$ cat config.mk
export PLATFORM = sky130hd
export DESIGN_NAME = seqmul_unit
export DESIGN_NICKNAME = d
export VERILOG_FILES = /design/src/rtl/seqmul_pkg.sv /design/src/rtl/seqmul_ctrl.sv /design/src/rtl/seqmul_datapath.sv /design/src/rtl/seqmul_unit.sv
export SDC_FILE = /design/constraint.sdc
export NUM_CORES = 1
export LEC_CHECK = 0
export ABC_AREA = 1
export BUFFER_PORTS_ARGS = -buffer_cell sky130_fd_sc_hd__buf_2
export CELL_PAD_IN_SITES_DETAIL_PLACEMENT = 0
export CELL_PAD_IN_SITES_GLOBAL_PLACEMENT = 1
export CORE_MARGIN = 10
export CORE_UTILIZATION = 38
export CTS_CLUSTER_SIZE = 40
export DETAILED_ROUTE_END_ITERATION = 6
export GPL_ROUTABILITY_DRIVEN = 0
export GPL_TIMING_DRIVEN = 0
export PLACE_DENSITY_LB_ADDON = 0.1
export SLEW_MARGIN = 20
export SYNTH_ARGS = -nofsm -noshare
export SYNTH_HDL_FRONTEND = slang
export SYNTH_SLANG_ARGS = --single-unit
$ cat constraint.sdc
create_clock -name clk -period 3 [get_ports clk]
set_input_delay 0 -clock clk [delete_from_list [all_inputs] [get_ports clk]]
set_output_delay 0 -clock clk [all_outputs]
set_load 0.03 [all_outputs]
$ cat src/rtl/seqmul_pkg.sv
package seqmul_pkg;

    typedef enum logic {
        ST_IDLE = 1'b0,
        ST_RUN  = 1'b1
    } seqmul_state_e;

    // width of a step counter able to hold values 0 .. steps-1
    function automatic int step_cnt_width(input int steps);
        return (steps > 1) ? $clog2(steps) : 1;
    endfunction

endpackage

$ cat src/rtl/seqmul_ctrl.sv
module seqmul_ctrl
    import seqmul_pkg::*;
#(
    parameter int STEPS = 32
) (
    input  logic clk,
    input  logic rst,
    input  logic start,
    output logic load,
    output logic step,
    output logic busy,
    output logic done
);
    localparam int CNT_W = step_cnt_width(STEPS);
    localparam logic [CNT_W-1:0] LAST = CNT_W'(STEPS - 1);

    seqmul_state_e    state_q;
    logic [CNT_W-1:0] cnt_q;
    logic             done_q;

    assign load = start && (state_q == ST_IDLE);
    assign step = (state_q == ST_RUN);
    assign busy = step;
    assign done = done_q;

    always_ff @(posedge clk) begin
        if (rst) begin
            state_q <= ST_IDLE;
            cnt_q   <= '0;
            done_q  <= 1'b0;
        end else begin
            done_q <= 1'b0;
            case (state_q)
                ST_IDLE: begin
                    if (start) begin
                        state_q <= ST_RUN;
                        cnt_q   <= '0;
                    end
                end
                ST_RUN: begin
                    if (cnt_q == LAST) begin
                        state_q <= ST_IDLE;
                        done_q  <= 1'b1;
                    end else begin
                        cnt_q <= cnt_q + 1'b1;
                    end
                end
                default: state_q <= ST_IDLE;
            endcase
        end
    end

    AST_RUN_ADVANCES: assert property (@(posedge clk) disable iff (rst)
        (busy && cnt_q != LAST) |=> (busy && cnt_q == $past(cnt_q) + 1'b1));
    AST_LAST_STEP_ENDS: assert property (@(posedge clk) disable iff (rst)
        (busy && cnt_q == LAST) |=> (!busy && done));
    AST_DONE_ONE_CYCLE: assert property (@(posedge clk) disable iff (rst)
        done |=> !done);

endmodule

$ cat src/rtl/seqmul_datapath.sv
module seqmul_datapath #(
    parameter int WIDTH = 32
) (
    input  logic             clk,
    input  logic             rst,
    input  logic             load,
    input  logic             step,
    input  logic [WIDTH-1:0] mcand_in,
    input  logic [WIDTH-1:0] mplier_in,
    output logic [WIDTH-1:0] hi,
    output logic [WIDTH-1:0] lo
);
    localparam int PW = 2 * WIDTH;

    logic [WIDTH-1:0] mcand_q;
    logic [PW-1:0]    prod_q;
    logic [WIDTH:0]   addend;
    logic [WIDTH:0]   upper_sum;
    logic [PW-1:0]    prod_next;

    // one WIDTH-bit add with its carry kept as bit WIDTH
    always_comb begin
        addend    = prod_q[0] ? {1'b0, mcand_q} : '0;
        upper_sum = {1'b0, prod_q[PW-1:WIDTH]} + addend;
        prod_next = {upper_sum, prod_q[WIDTH-1:1]};
    end

    always_ff @(posedge clk) begin
        if (rst) begin
            mcand_q <= '0;
            prod_q  <= '0;
        end else if (load) begin
            mcand_q <= mcand_in;
            prod_q  <= {{WIDTH{1'b0}}, mplier_in};
        end else if (step) begin
            prod_q  <= prod_next;
        end
    end

    assign hi = prod_q[PW-1:WIDTH];
    assign lo = prod_q[WIDTH-1:0];

    AST_SKIP_ONLY_SHIFTS: assert property (@(posedge clk) disable iff (rst)
        (step && !lo[0]) |=> (hi == ($past(hi) >> 1)));
    AST_LOAD_CLEARS_UPPER: assert property (@(posedge clk) disable iff (rst)
        load |=> (hi == '0 && lo == $past(mplier_in)));

endmodule

$ cat src/rtl/seqmul_unit.sv
module seqmul_unit #(
    parameter int WIDTH = 32
) (
    input  logic             clk,
    input  logic             rst,
    input  logic             start,
    input  logic [WIDTH-1:0] mcand_in,
    input  logic [WIDTH-1:0] mplier_in,
    output logic             busy,
    output logic             done,
    output logic [WIDTH-1:0] hi,
    output logic [WIDTH-1:0] lo
);
    logic load;
    logic step;

    seqmul_ctrl #(.STEPS(WIDTH)) u_ctrl (
        .clk   (clk),
        .rst   (rst),
        .start (start),
        .load  (load),
        .step  (step),
        .busy  (busy),
        .done  (done)
    );

    seqmul_datapath #(.WIDTH(WIDTH)) u_dp (
        .clk       (clk),
        .rst       (rst),
        .load      (load),
        .step      (step),
        .mcand_in  (mcand_in),
        .mplier_in (mplier_in),
        .hi        (hi),
        .lo        (lo)
    );

    AST_IDLE_START_RUNS: assert property (@(posedge clk) disable iff (rst)
        (start && !busy) |=> busy);
    AST_NO_DONE_WHILE_BUSY: assert property (@(posedge clk) disable iff (rst)
        busy |-> !done);
    AST_MCAND_FROZEN: assert property (@(posedge clk) disable iff (rst)
        busy |=> $stable(u_dp.mcand_q));
    AST_RESULT_HELD: assert property (@(posedge clk) disable iff (rst)
        (!busy && !start) |=> ($stable(hi) && $stable(lo)));

endmodule

==> results.txt, run 1 <==
The flow ran to the end, and the final reports show no timing, DRC or antenna violations. The kind of launch point of the worst setup path is a flip-flop. The number of library cell types mapped by synthesis came out at 36. The post-placement cell area is 7810 sq um.

The number of core rows is 49. The length in cells of the worst reg-to-reg path is 17. The tree is rooted in a clkbuf_16. Clock skew on the completed layout was measured at 8.16 ps.

The category of the worst setup path capture point is a flip-flop. Among all stages on the critical path, the largest delay is contributed by clkbuf_1. Relative to the synthesized area, the layout overhead comes to 27.5%. The post-DP HPWL is 18100 um. The number of antenna violations at the first check in global routing is 1. The die span in y is 154 um. The first-iteration detailed-routing DRC count is 434. The startpoint identified for the worst register-to-register timing path is u_dp.prod_q[0]. The minimum period implied by the final worst setup slack came out at 2690 ps. The combined global-route utilization of all metal layers is 19.2%. The mean cell area of the mapped netlist came out at 5.96 sq um. The count of final setup violators is 0. The share of flip-flops with an asynchronous set or reset is 0%. The path with the worst hold slack has its endpoint at u_dp.prod_q[1]. The endpoint identified for the worst register-to-register timing path is u_dp.prod_q[62].

The slew of the pin with the lowest slew margin is 615 ps. Measured against its own limit, the worst slew margin works out to 59.0%. The buffer depth of the longest clock path came out at 2. The TritonCTS clock tree is yes. The number of endpoints with negative hold slack in the final report came out at 0. Setup repair after global routing left no endpoint under its margin. The maximum fanout count along the critical path came out at 10.

The clock-pin slew of the registers on the worst-case setup and hold paths is 80 ps. The starting utilization of the core area came out at 38.5%. The class of the most critical setup path is reg -> reg.

The H-tree depth is 3. The number of cells traversed by the worst hold path came out at 5. The post-route antenna net violation count is 0. The final-report max-slew violation count came out at 0. The worst endpoint required time is 3270 ps. The power per unit of standard cell area came out at 400 nW/um^2. The number of I/O pins came out at 133. The standard cell core area came out at 17800 sq um. The final wirelength is 23200 um. The maximum number of pins on one net before global-route repair is 20. The count of clock tree sinks is 103. The final non-filler cell area is 8750 sq um.

The delay of the slowest cell on the worst path is 400 ps. Input and output buffers added on the ports amount to 131. The later-pin clock latency in the skew report is 360 ps. The number of remaining DRC errors came out at 0.

For this run, the register share of the synthesized area comes to 30.0%. The worst-case hold slack came out at 22.8 ps. The sum of overflow across all layers after global routing is 0.

The part of the cycle the worst path needs is 89.6%. The first global-routing pass estimated 37000 um of wire. In the layout the commonest cells are 330 x nand2_1, 239 x inv_1, 171 x nor2_1, 145 x buf_2, 103 x dfxtp_1. In this run, synthesis inferred 0 flip-flops with an integrated enable. The total vias in the final route is 7222. Walking the worst path, the cells encountered are clkbuf_1 > clkbuf_1 > nand2_1 > inv_1 > ha_1 > nand2_1 > inv_1 > nand2_1 > nand2_1 > inv_1 > nand2_1 > a21oi_1 > nand2_1 > nand2_1 > nand3_1 > nand2_1 > inv_1. The flop-to-flop setup slack came out at 310 ps. The number of nets in the layout came out at 1460. The main flop type after synthesis is dfxtp_1.

IR analysis of the VDD net gives a maximum drop of 0.264 mV. Setup total negative slack on the finished layout was measured at 0 ps. The synthesized net count is 1254.

The detailed-route wire length per cell came out at 14.6 um. The static leakage power is 0.00524 uW. The classification of the worst-slack hold path is in -> reg. The library cell used most frequently in the layout, excluding fill and tap cells, is nand2_1. In this run the most critical hold path is launched from mplier_in[1].

In this run the cell area of the synthesized design comes to 6860 sq um. Counting the buffers created by CTS gives 9. Of the cells placed in the final design, the portion with a size suffix greater than 1 is 14.9%. The setup fix buffers added after clock tree synthesis came out at 0. The die width is 154 um. The most numerous cell type found on the critical path is nand2_1. The floorplan step defined a die boundary enclosing 23800 sq um.

Across the run, the number of max-cap violations was 0. The total of flip-flops plus latches after synthesis is 103. The count of mapped cells out of synthesis is 1152.

The first-pass detailed-route iteration total is 5. The average vias per placed instance came out at 4.53. Based on the critical path, the design can be clocked at up to 372 MHz.

The number of global-route vias before repair is 6992. The synthesis warning total came out at 0. The data arrival time of the worst path came out at 2950 ps. The most critical setup path has its startpoint at u_dp.prod_q[0].
[kinds of logic after synthesis]
kind of cell / synth area share, %
buffers and inverters: 16.3
and+or+nand+nor: 35.0
xor gates and xnor gates: 1.79
adders and majority gates: 6.49
AOI/OAI and AO/OA: 10.3
DFF: 30.0
[report_power, final]
group,switching (uW),total [uW],internal [uW]
clock network,619,1230,610
registers,63.1,1520,1460
logic,473,746,273
[flip-flops by register name, summed over array words and instances, names as in the netlist]
register      flops
u_dp.mcand_q     32
u_dp.prod_q      64
u_ctrl.done       1
u_ctrl.cnt_q      5
u_ctrl.busy       1
[worst max-delay path, delay by kind of cell (launching register included)]
family / cells / cell delay (ps)
flops: 1 / 340
fa+ha+maj: 1 / 300
compound gates: 1 / 240
buf+inv: 6 / 910
simple gates: 9 / 800
[cells in the mapped netlist, drive strengths merged, types with 2 or more instances]
cell type | number | area share, %
a21oi | 27 | 2.0
buf | 19 | 1.3
clkbuf | 19 | 1.3
dfxtp | 103 | 30
ha | 34 | 6.2
inv | 246 | 13
nand2 | 338 | 19
nand3 | 61 | 4.9
nand4 | 3 | 0.27
nor2 | 181 | 10
nor3 | 5 | 0.58
o211ai | 12 | 1.3
o21ai | 70 | 5.1
o21bai | 3 | 0.38
o221ai | 9 | 1.1
xnor2 | 2 | 0.26
xor2 | 12 | 1.5
[worst max path at each step]
| stage | slack [ps] | depth (start not counted) | endpoint |
|---|---|---|---|
| 2_1_floorplan | 650 | 16 | u_dp.prod_q[55] |
| 5_1_grt | 20 | 17 | u_dp.prod_q[62] |
| 6_report | 310 | 17 | u_dp.prod_q[62] |
| 3_3_place_gp | 240 | 15 | u_dp.prod_q[59] |
| 4_1_cts | 220 | 15 | u_dp.prod_q[59] |
| 3_5_place_dp | 250 | 15 | u_dp.prod_q[59] |
[metrics by stage]
stage	cells	power, uW	utilization [%]	setup WS (ps)
after CTS	1592	3540	49.0	215
after floorplan	1152	1990	-	653
final	1593	3500	49.1	313
after global placement	1512	2240	43.8	240
after detailed placement	1512	2240	43.8	248
after global routing	1593	3680	49.1	20.2
[per-layer routing]
layer / routed length, um / share of wire, % / vias to the layer above / global-route usage (%)
li1: - / - / 3895 / -
met1: 10700 / 46 / 3166 / 24.5
met2: 10900 / 47 / 144 / 31.8
met3: 1270 / 5.5 / 17 / 4.02
met4: 324 / 1.4 / 0 / 5.17
met5: 0 / 0 / - / 0
[cell type report]
type | count | area, sq um
Sequential cell | 103 | 2060
Tap cell | 229 | 287
Antenna cell | 1 | 2.50
Inverter | 247 | 927
Fill cell | 1973 | 9090
Buffer | 39 | 196
Clock inverter | 6 | 61.3
Timing Repair Buffer | 195 | 1300
Multi-Input combinational cell | 763 | 3680
Clock buffer | 10 | 239
[repair_timing]
| item | CTS | global route |
|---|---|---|
| endpoints found under the hold margin | 69 | 0 |
| hold buffers | 64 | 0 |
| setup endpoints to repair | 0 | 7 |
| resized for setup | 0 | 4 |
Note: power is estimated with default switching activity, not from simulation.
==> run 2, diff against run 1 <==
Settings changed: CORE_MARGIN 10 to unset.
==> results.txt, run 2 (same netlist as run 1, synthesis figures left out) <==
The number of I/O pins was 133 (unchanged). The worst-case hold path end point is u_dp.prod_q[4]. The slew of the pin with the lowest slew margin came out at 694 ps (+78.6 ps).

The final-report max-slew violation count is 0 (unchanged). The first-pass detailed-route iteration total is 7 (+2). The number of nets in the layout came out at 1461 (+0.068%).

The total clock buffers created by CTS is 9 (unchanged). The aggregate negative setup slack is 0 ps (unchanged). Setup repair after global routing left no endpoint under its margin. The worst endpoint required time is 3270 ps (about the same). The combined area of the multi-input logic cells is 3680 sq um (unchanged). The number of remaining DRC errors is 0 (unchanged).

The peak supply drop is 0.281 mV (+6.7%). The share of final-layout standard cells stronger than drive strength 1 is 14.7% (-0.23 points). Relative to the synthesized area, the layout overhead comes to 27.3%. The die outline area came to 18600 sq um (-22%). The average vias per placed instance came to 4.52 (-0.29%). In the final layout, the registers with the most flip-flops are u_dp.prod_q x64, u_dp.mcand_q x32, u_ctrl.cnt_q x5. The number of endpoints with negative hold slack in the final report is 0 (unchanged). The number of maximum-capacitance constraint violations is 0 (unchanged). The worst slew slack as a fraction of its limit is 53.8% (-5.2 points).

The number of global-route vias before repair is 6598 (-5.6%). The maximum fanout count along the critical path is 10 (unchanged). The post-cts resize count came out at 0 (unchanged). The starting utilization of the core area is 39.3% (+0.80 points). The post-route antenna net violation count came out at 0 (unchanged). The number of cells traversed by the worst hold path is 6 (+1). The flip-flop count of the largest register, all copies and words added is 64 (unchanged). The number of core rows is 48 (-2.0%). More flip-flops sit in one register than any other, and that register is u_dp.prod_q. The total area of sequential cells came out at 2060 sq um (unchanged).

The first-pass GRT wire length came to 34000 um (-8.2%). In this run the critical register-to-register path is launched from u_dp.prod_q[0]. The final-layout fill cell count came to 1915 (-2.9%).

The clock-pin slew of the registers on the worst-case setup and hold paths is 80 ps (about the same). The delay of the slowest cell on the worst path came out at 360 ps (-40 ps). The worst slack at placement came out at 282 ps (+33.3 ps).

The die span in y is 136 um (-12%). The maximum number of pins on one net before global-route repair came to 20 (unchanged). The slack of the critical path is 314 ps (+1.12 ps). The final wirelength was 21500 um (-7.2%).

The cell count after placement came out at 1508 (-0.26%). The count of final setup violators was 0 (unchanged). The die width came out at 136 um (-12%).

The worst-case hold slack came to 165 ps (+142 ps). The minimum period implied by the final worst setup slack is 2690 ps (-1.12 ps). Walking the worst path, the cells encountered are clkbuf_1 > clkbuf_1 > nand2_1 > inv_1 > ha_1 > fa_1 > nand3_1 > nand3_1 > nand2_1 > nand2_1 > nand3_1 > nand4_1 > nand3_1 > nand2_1 > inv_1. TritonCTS built the clock tree.

The detailed-route wire length per cell came out at 13.5 um (-7.0%). The length in cells of the worst reg-to-reg path is 15 (-2). The data arrival time of the worst path is 2960 ps (about the same). The first-iteration detailed-routing DRC count is 319 (-26%). The kind of launch point of the worst setup path is a flip-flop.

The library cell used most frequently in the layout, excluding fill and tap cells, is nand2_1. The power per unit of standard cell area is 397 nW/um^2 (-0.71%). The top achievable clock speed came out at 372 MHz (about the same). The static leakage power was 0.00524 uW (-0.10%).

The worst setup path is captured at a flip-flop. The sum of overflow across all layers after global routing came to 0 (unchanged). The min-delay analysis places its worst path in the category in -> reg. The largest individual stage delay along the critical path comes from the cell clkbuf_1. The combined buffer and inverter count along the critical path came to 4 (-2).

The combined global-route utilization of all metal layers is 23.9% (+4.8 points). The post-DP HPWL was 16900 um (-6.9%). The cell sitting at the root of the clock tree is a clkbuf_16. The number of antenna violations at the first check in global routing is 0 (-1). The total vias in the final route came out at 7183 (-0.54%).

The worst setup path is of the reg -> reg kind. The part of the cycle the worst path needs came out at 89.5% (about the same). The run finished with clean final reports. The H-tree depth came out at 3 (unchanged). The number of I/O port buffers came out at 131 (unchanged). Grouping stages by cell kind, the critical path spends the most delay in simple AND/OR/NAND/NOR gates. The final instance count without filler cells is 1589 (-0.25%). The endpoint identified for the worst register-to-register timing path is u_dp.prod_q[55]. The buffer depth of the longest clock path was 2 (unchanged). The flop-to-flop setup slack is 310 ps (about the same). The standard cell core area is 17500 sq um (-2.0%). The overall power of the completed layout is 3470 uW (-0.87%).

The count of inserted antenna diode cells came out at 0 (-1). The library cells used most frequently in the layout, excluding fill and tap cells, are 330 x nand2_1, 239 x inv_1, 171 x nor2_1, 145 x buf_2, 103 x dfxtp_1. The later-pin clock latency in the skew report is 360 ps (about the same).

The count of clock tree sinks was 103 (unchanged). The worst hold path begins at start. The final setup skew came out at 8.23 ps (+0.0788 ps).
## run 2: changes by cell type in the layout (fill, tap and decap cells not counted)
cell | previous run | this run
diode_2 | 1 | 0
clkbuf_2 | 3 | 1
inv_8 | 1 | 2
clkinv_8 | 1 | 0
dlygate4sd3_1 | 64 | 65
clkbuf_8 | 3 | 2
clkinv_4 | 0 | 1
clkinvlp_4 | 1 | 0
clkbuf_1 | 14 | 17
## run 2: how the worst max path moves through the flow
stage | from | end | slack [ps] | depth (start not counted)
2_1_floorplan | u_dp.prod_q[0] | u_dp.prod_q[55] | 650 | 16
3_3_place_gp | u_dp.prod_q[0] | u_dp.prod_q[55] | 290 | 15
3_5_place_dp | u_dp.prod_q[0] | u_dp.prod_q[55] | 280 | 15
4_1_cts | u_dp.prod_q[0] | u_dp.prod_q[55] | 260 | 15
5_1_grt | u_dp.prod_q[0] | u_dp.prod_q[51] | 70 | 15
6_report | u_dp.prod_q[0] | u_dp.prod_q[55] | 310 | 15
## run 2: metrics by stage
stage	cell area [sq um]	util (%)
finish	8740	50.0
global route	8740	50.0
CTS	8740	50.0
detailed placement	7800	44.6
global placement	7800	44.6
floorplan	6860	-
## run 2: worst reg2reg max path, cell delays in order, from the launching register on
cell and delay (ps):
dfxtp_1 330, clkbuf_1 290, clkbuf_1 360, nand2_1 90, inv_1 60, ha_1 230
fa_1 300, nand3_1 100, nand3_1 150, nand2_1 70, nand2_1 130, nand3_1 130
nand4_1 110, nand3_1 130, nand2_1 80, inv_1 30
## run 2: timing repair
action	CTS	global route
hold endpoints to repair	70	0
hold buffers	65	0
setup endpoints to repair	0	0
setup buffers	0	0
## run 2: layout make-up
class / count / share of cell area, %
buffer: 39 / 2.22
clock buffer: 10 / 2.62
multi-input combinational: 763 / 42.1
sequential: 103 / 23.6
timing repair buffer: 196 / 14.9
inverter: 247 / 10.6
clock inverter: 6 / 0.659
tap: 225 / 3.22
## run 2: layer usage
metal | global-route usage, % | vias to the layer above | part of all wire, % | routed length [um]
met5 | 0 | - | 0 | 0
met4 | 6.54 | 0 | 1.3 | 279
met3 | 4.10 | 17 | 5.2 | 1120
met2 | 39.1 | 154 | 45 | 9670
met1 | 32.2 | 3123 | 49 | 10400
li1 | - | 3889 | - | -
## run 2: where the power goes
part           internal, uW  total, uW  switching, uW
Sequential             1460       1520           64.2
Clock                   588       1210            618
Combinational           274        738            464
==> run 3, diff against run 2 <==
Settings changed: ABC_AREA 1 to unset.
Clock period 3 ns to 2.74 ns, I/O delays scaled along.
==> results.txt, run 3 <==
TritonCTS built the clock tree. The first-pass GRT wire length came out at 29100 um (-14%). The synthesis warning total is 0 (unchanged). The share of final-layout standard cells stronger than drive strength 1 is 22.5% (+7.8 points). The detailed-route wire length per cell came out at 15.0 um (+11%).

The worst endpoint required time is 3000 ps (-270 ps). The share of flip-flops with an asynchronous set or reset came out at 0% (unchanged). The H-tree depth came out at 3 (unchanged). The die width is 128 um (-6.5%). The final wirelength came out at 17800 um (-17%). The combined area of the multi-input logic cells is 3960 sq um (+7.6%). The die span in y was 128 um (-6.5%).

The worst-case hold path end point is u_dp.prod_q[7]. The first-iteration detailed-routing DRC count was 312 (-2.2%). The number of I/O pins is 133 (unchanged). The slew of the pin with the lowest slew margin is 731 ps (+37.2 ps). The kind of launch point of the worst setup path is a flip-flop. The flop-to-flop setup slack came out at 50 ps (-260 ps).

The synthesized cell area came out at 5990 sq um (-13%). The final-layout fill cell count came out at 1506 (-21%). The first-pass detailed-route iteration total is 5 (-2). The part of the cycle the worst path needs is 98.1% (+8.6 points). The cell count after placement came to 1103 (-27%). The total area of sequential cells came out at 2070 sq um (+0.18%). The worst slew slack as a fraction of its limit came to 51.1% (-2.7 points). The total of flip-flops plus latches after synthesis came to 103 (unchanged).

The starting utilization of the core area came out at 39.1% (-0.17 points). The detailed-route wire length on metal 1 came to 7880 um (-25%). The hold path startpoint is mplier_in[7]. The die outline area came out at 16300 sq um (-13%). The flow ran to the end, and the final reports show no timing, DRC or antenna violations. The number of endpoints with negative hold slack in the final report is 0 (unchanged). The clock-pin slew of the registers on the worst-case setup and hold paths came out at 80 ps (about the same).

The maximum fanout count along the critical path came out at 7 (-3). The startpoint of the lowest-slack register-to-register path is u_dp.prod_q[0]. The number of I/O port buffers is 131 (unchanged). The peak supply drop came out at 0.372 mV (+32%).

In this run the critical register-to-register path is captured at u_dp.prod_q[59]. For this run, the leading register cell type out of synthesis is dfxtp_1. The sum of overflow across all layers after global routing came out at 0 (unchanged). The library cell used most frequently in the layout, excluding fill and tap cells, is buf_2. The later-pin clock latency in the skew report came to 370 ps (about the same).

The largest area contributor in the netlist is dfxtp_1. The length in cells of the worst reg-to-reg path is 10 (-5). The count of mapped cells out of synthesis is 761 (-34%). The met3 layer wire length in the routed design is 881 um (-21%). The minimum period implied by the final worst setup slack is 2690 ps (+1.98 ps). The count of clock tree sinks is 103 (unchanged). The number of enable-type register cells in the synthesized netlist is 0 (unchanged). The mean cell area of the mapped netlist came out at 7.87 sq um (+32%). The top achievable clock speed is 372 MHz (about the same).

The share of Yosys cell area claimed by the top area cell type came out at 34.4% (+4.4 points). The final core area utilization is 53.3% (+3.3 points). The number of cells traversed by the worst hold path is 5 (-1). The combined global-route utilization of all metal layers came to 22.5% (-1.4 points). The buffer depth of the longest clock path came out at 2 (unchanged). The post-route antenna net violation count came out at 0 (unchanged).

The number of nets in the layout came to 1070 (-27%). The count of inserted antenna diode cells is 0 (unchanged). The average vias per placed instance came to 5.11 (+13%).

The flip-flop count of the largest register, all copies and words added is 64 (unchanged). The top layer reached by signal wires is met4. The number of maximum-capacitance constraint violations is 0 (unchanged).

The final instance count without filler cells is 1184 (-25%). In the final layout, the registers with the most flip-flops are u_dp.prod_q x64, u_dp.mcand_q x32, u_ctrl.cnt_q x5. The sequential element share of the synthesized area is 34.4% (+4.4 points). The power per unit of standard cell area is 430 nW/um^2 (+8.5%). The number of library cell types mapped by synthesis was 53 (+47%). The count of final setup violators was 0 (unchanged).

The library cells used most frequently in the layout, excluding fill and tap cells, are 140 x buf_2, 103 x nor2_1, 102 x dfxtp_1, 97 x nand2_1, 95 x a21oi_1. The aggregate negative setup slack came out at 0 ps (unchanged). The total clock buffers created by CTS is 9 (unchanged). Yosys attributes the largest share of cell area to dfxtp_1 34%, a21oi_1 8.5%, mux2i_1 7.5%, ha_1 7.1%, nor2_1 6.5%. The standard cell core area is 15300 sq um (-12%). The number of remaining DRC errors was 0 (unchanged). The synthesized net count came out at 863 (-31%). The area growth from synthesis to layout is 36.2%.

The number of global-route vias before repair came out at 6057 (-8.2%). The maximum number of pins on one net before global-route repair is 19 (-5.0%). The post-DP HPWL came out at 13000 um (-23%). After synthesis, the most frequently instantiated cells are 103 x dfxtp_1, 103 x nor2_1, 102 x a21oi_1.

The met2 routed wirelength came out at 8780 um (-9.3%). Setup repair after global routing could not meet its margin everywhere. The root buffer cell chosen for the clock tree is clkbuf_16. The final-report max-slew violation count is 0 (unchanged). The final setup skew came out at 14.0 ps (+5.78 ps). The category of the worst setup path capture point is a flip-flop.

The total vias in the final route is 6047 (-16%). Counting flops per register, the top entry is u_dp.prod_q. The data arrival time of the worst path came out at 2940 ps (-20 ps). The class of the most critical setup path is reg -> reg.

The number of core rows came to 45 (-6.3%). In this run the worst hold path is classified as in -> reg. The static leakage power was 0.00379 uW (-28%). The number of antenna violations at the first check in global routing came out at 0 (unchanged).
-- run 3: cell count changes in the layout (fill, tap and decap cells not counted), moves of 33 or more --
cell	delta
nor2_1	-68
inv_1	-233
o21ai_0	-50
a21oi_1	+69
nand3_1	-48
and2_1	+33
nand2_1	-233
mux2i_1	+45
-- run 3: area by class of cell --
| cell class | instances | share of cell area (%) |
|---|---|---|
| flip-flops and latches | 103 | 25.3 |
| plain buffers | 48 | 2.76 |
| clock inverters | 5 | 0.583 |
| inverters | 6 | 0.276 |
| repair buffers | 200 | 16.1 |
| well taps | 211 | 3.24 |
| multi-input cells | 600 | 48.6 |
| clock buffers | 11 | 3.10 |
-- run 3: how the worst max path moves through the flow --
stage / from / end / slack, ps / cells after the start
after floorplan: u_dp.prod_q[0] / u_dp.prod_q[59] / 50 / 11
after global placement: u_dp.prod_q[0] / u_dp.prod_q[59] / -380 / 11
after detailed placement: u_dp.prod_q[0] / u_dp.prod_q[59] / -420 / 11
after CTS: u_dp.prod_q[0] / u_dp.prod_q[59] / -30 / 11
after global routing: u_dp.prod_q[0] / u_dp.prod_q[59] / -50 / 10
final: u_dp.prod_q[0] / u_dp.prod_q[59] / 50 / 10
-- run 3: critical path, stage by stage, from the launching register on --
cell,delay [ps]
dfxtp_4,390
buf_8,130
and2_1,150
ha_1,350
a21o_1,230
a21oi_4,220
a211oi_2,130
o21ai_2,240
a31oi_4,140
or3_1,340
a32o_1,250
-- run 3: cells by family after synthesis --
| family | synth area share [%] |
|---|---|
| flops | 34.4 |
| mux | 8.09 |
| xor+xnor | 3.36 |
| compound gates | 20.3 |
| buf+inv | 3.91 |
| fa+ha+maj | 7.44 |
| simple gates | 22.5 |
-- run 3: layer usage --
| layer | GRT usage, % | vias up |
|---|---|---|
| li1 | - | 3061 |
| met1 | 26.7 | 2825 |
| met2 | 40.0 | 144 |
| met3 | 5.32 | 17 |
| met4 | 6.79 | 0 |
| met5 | 0 | - |
-- run 3: through the flow --
stage                     power, uW  hold slack (ps)  cell area, sq um  setup WS (ps)
after floorplan                1970              136              5990           48.5
after global placement         2140              243              6910           -376
after detailed placement       2150              247              6910           -424
after CTS                      3540             2.19              7960          -28.6
after global routing           3660             47.7              8160          -49.1
final                          3510             5.49              8160           52.0
-- run 3: timing repair --
action,in CTS,in global routing
gates resized for setup,25,42
hold endpoints to repair,57,0
pin swaps,9,25
gates cloned,1,0
setup endpoints to repair,21,17
hold buffers,57,0
buffers inserted,6,5
-- run 3: power breakdown --
part / switching, uW / internal [uW]
clock: 636 / 685
combinational: 340 / 237
sequential: 47.5 / 1560
total: 1020 / 2490
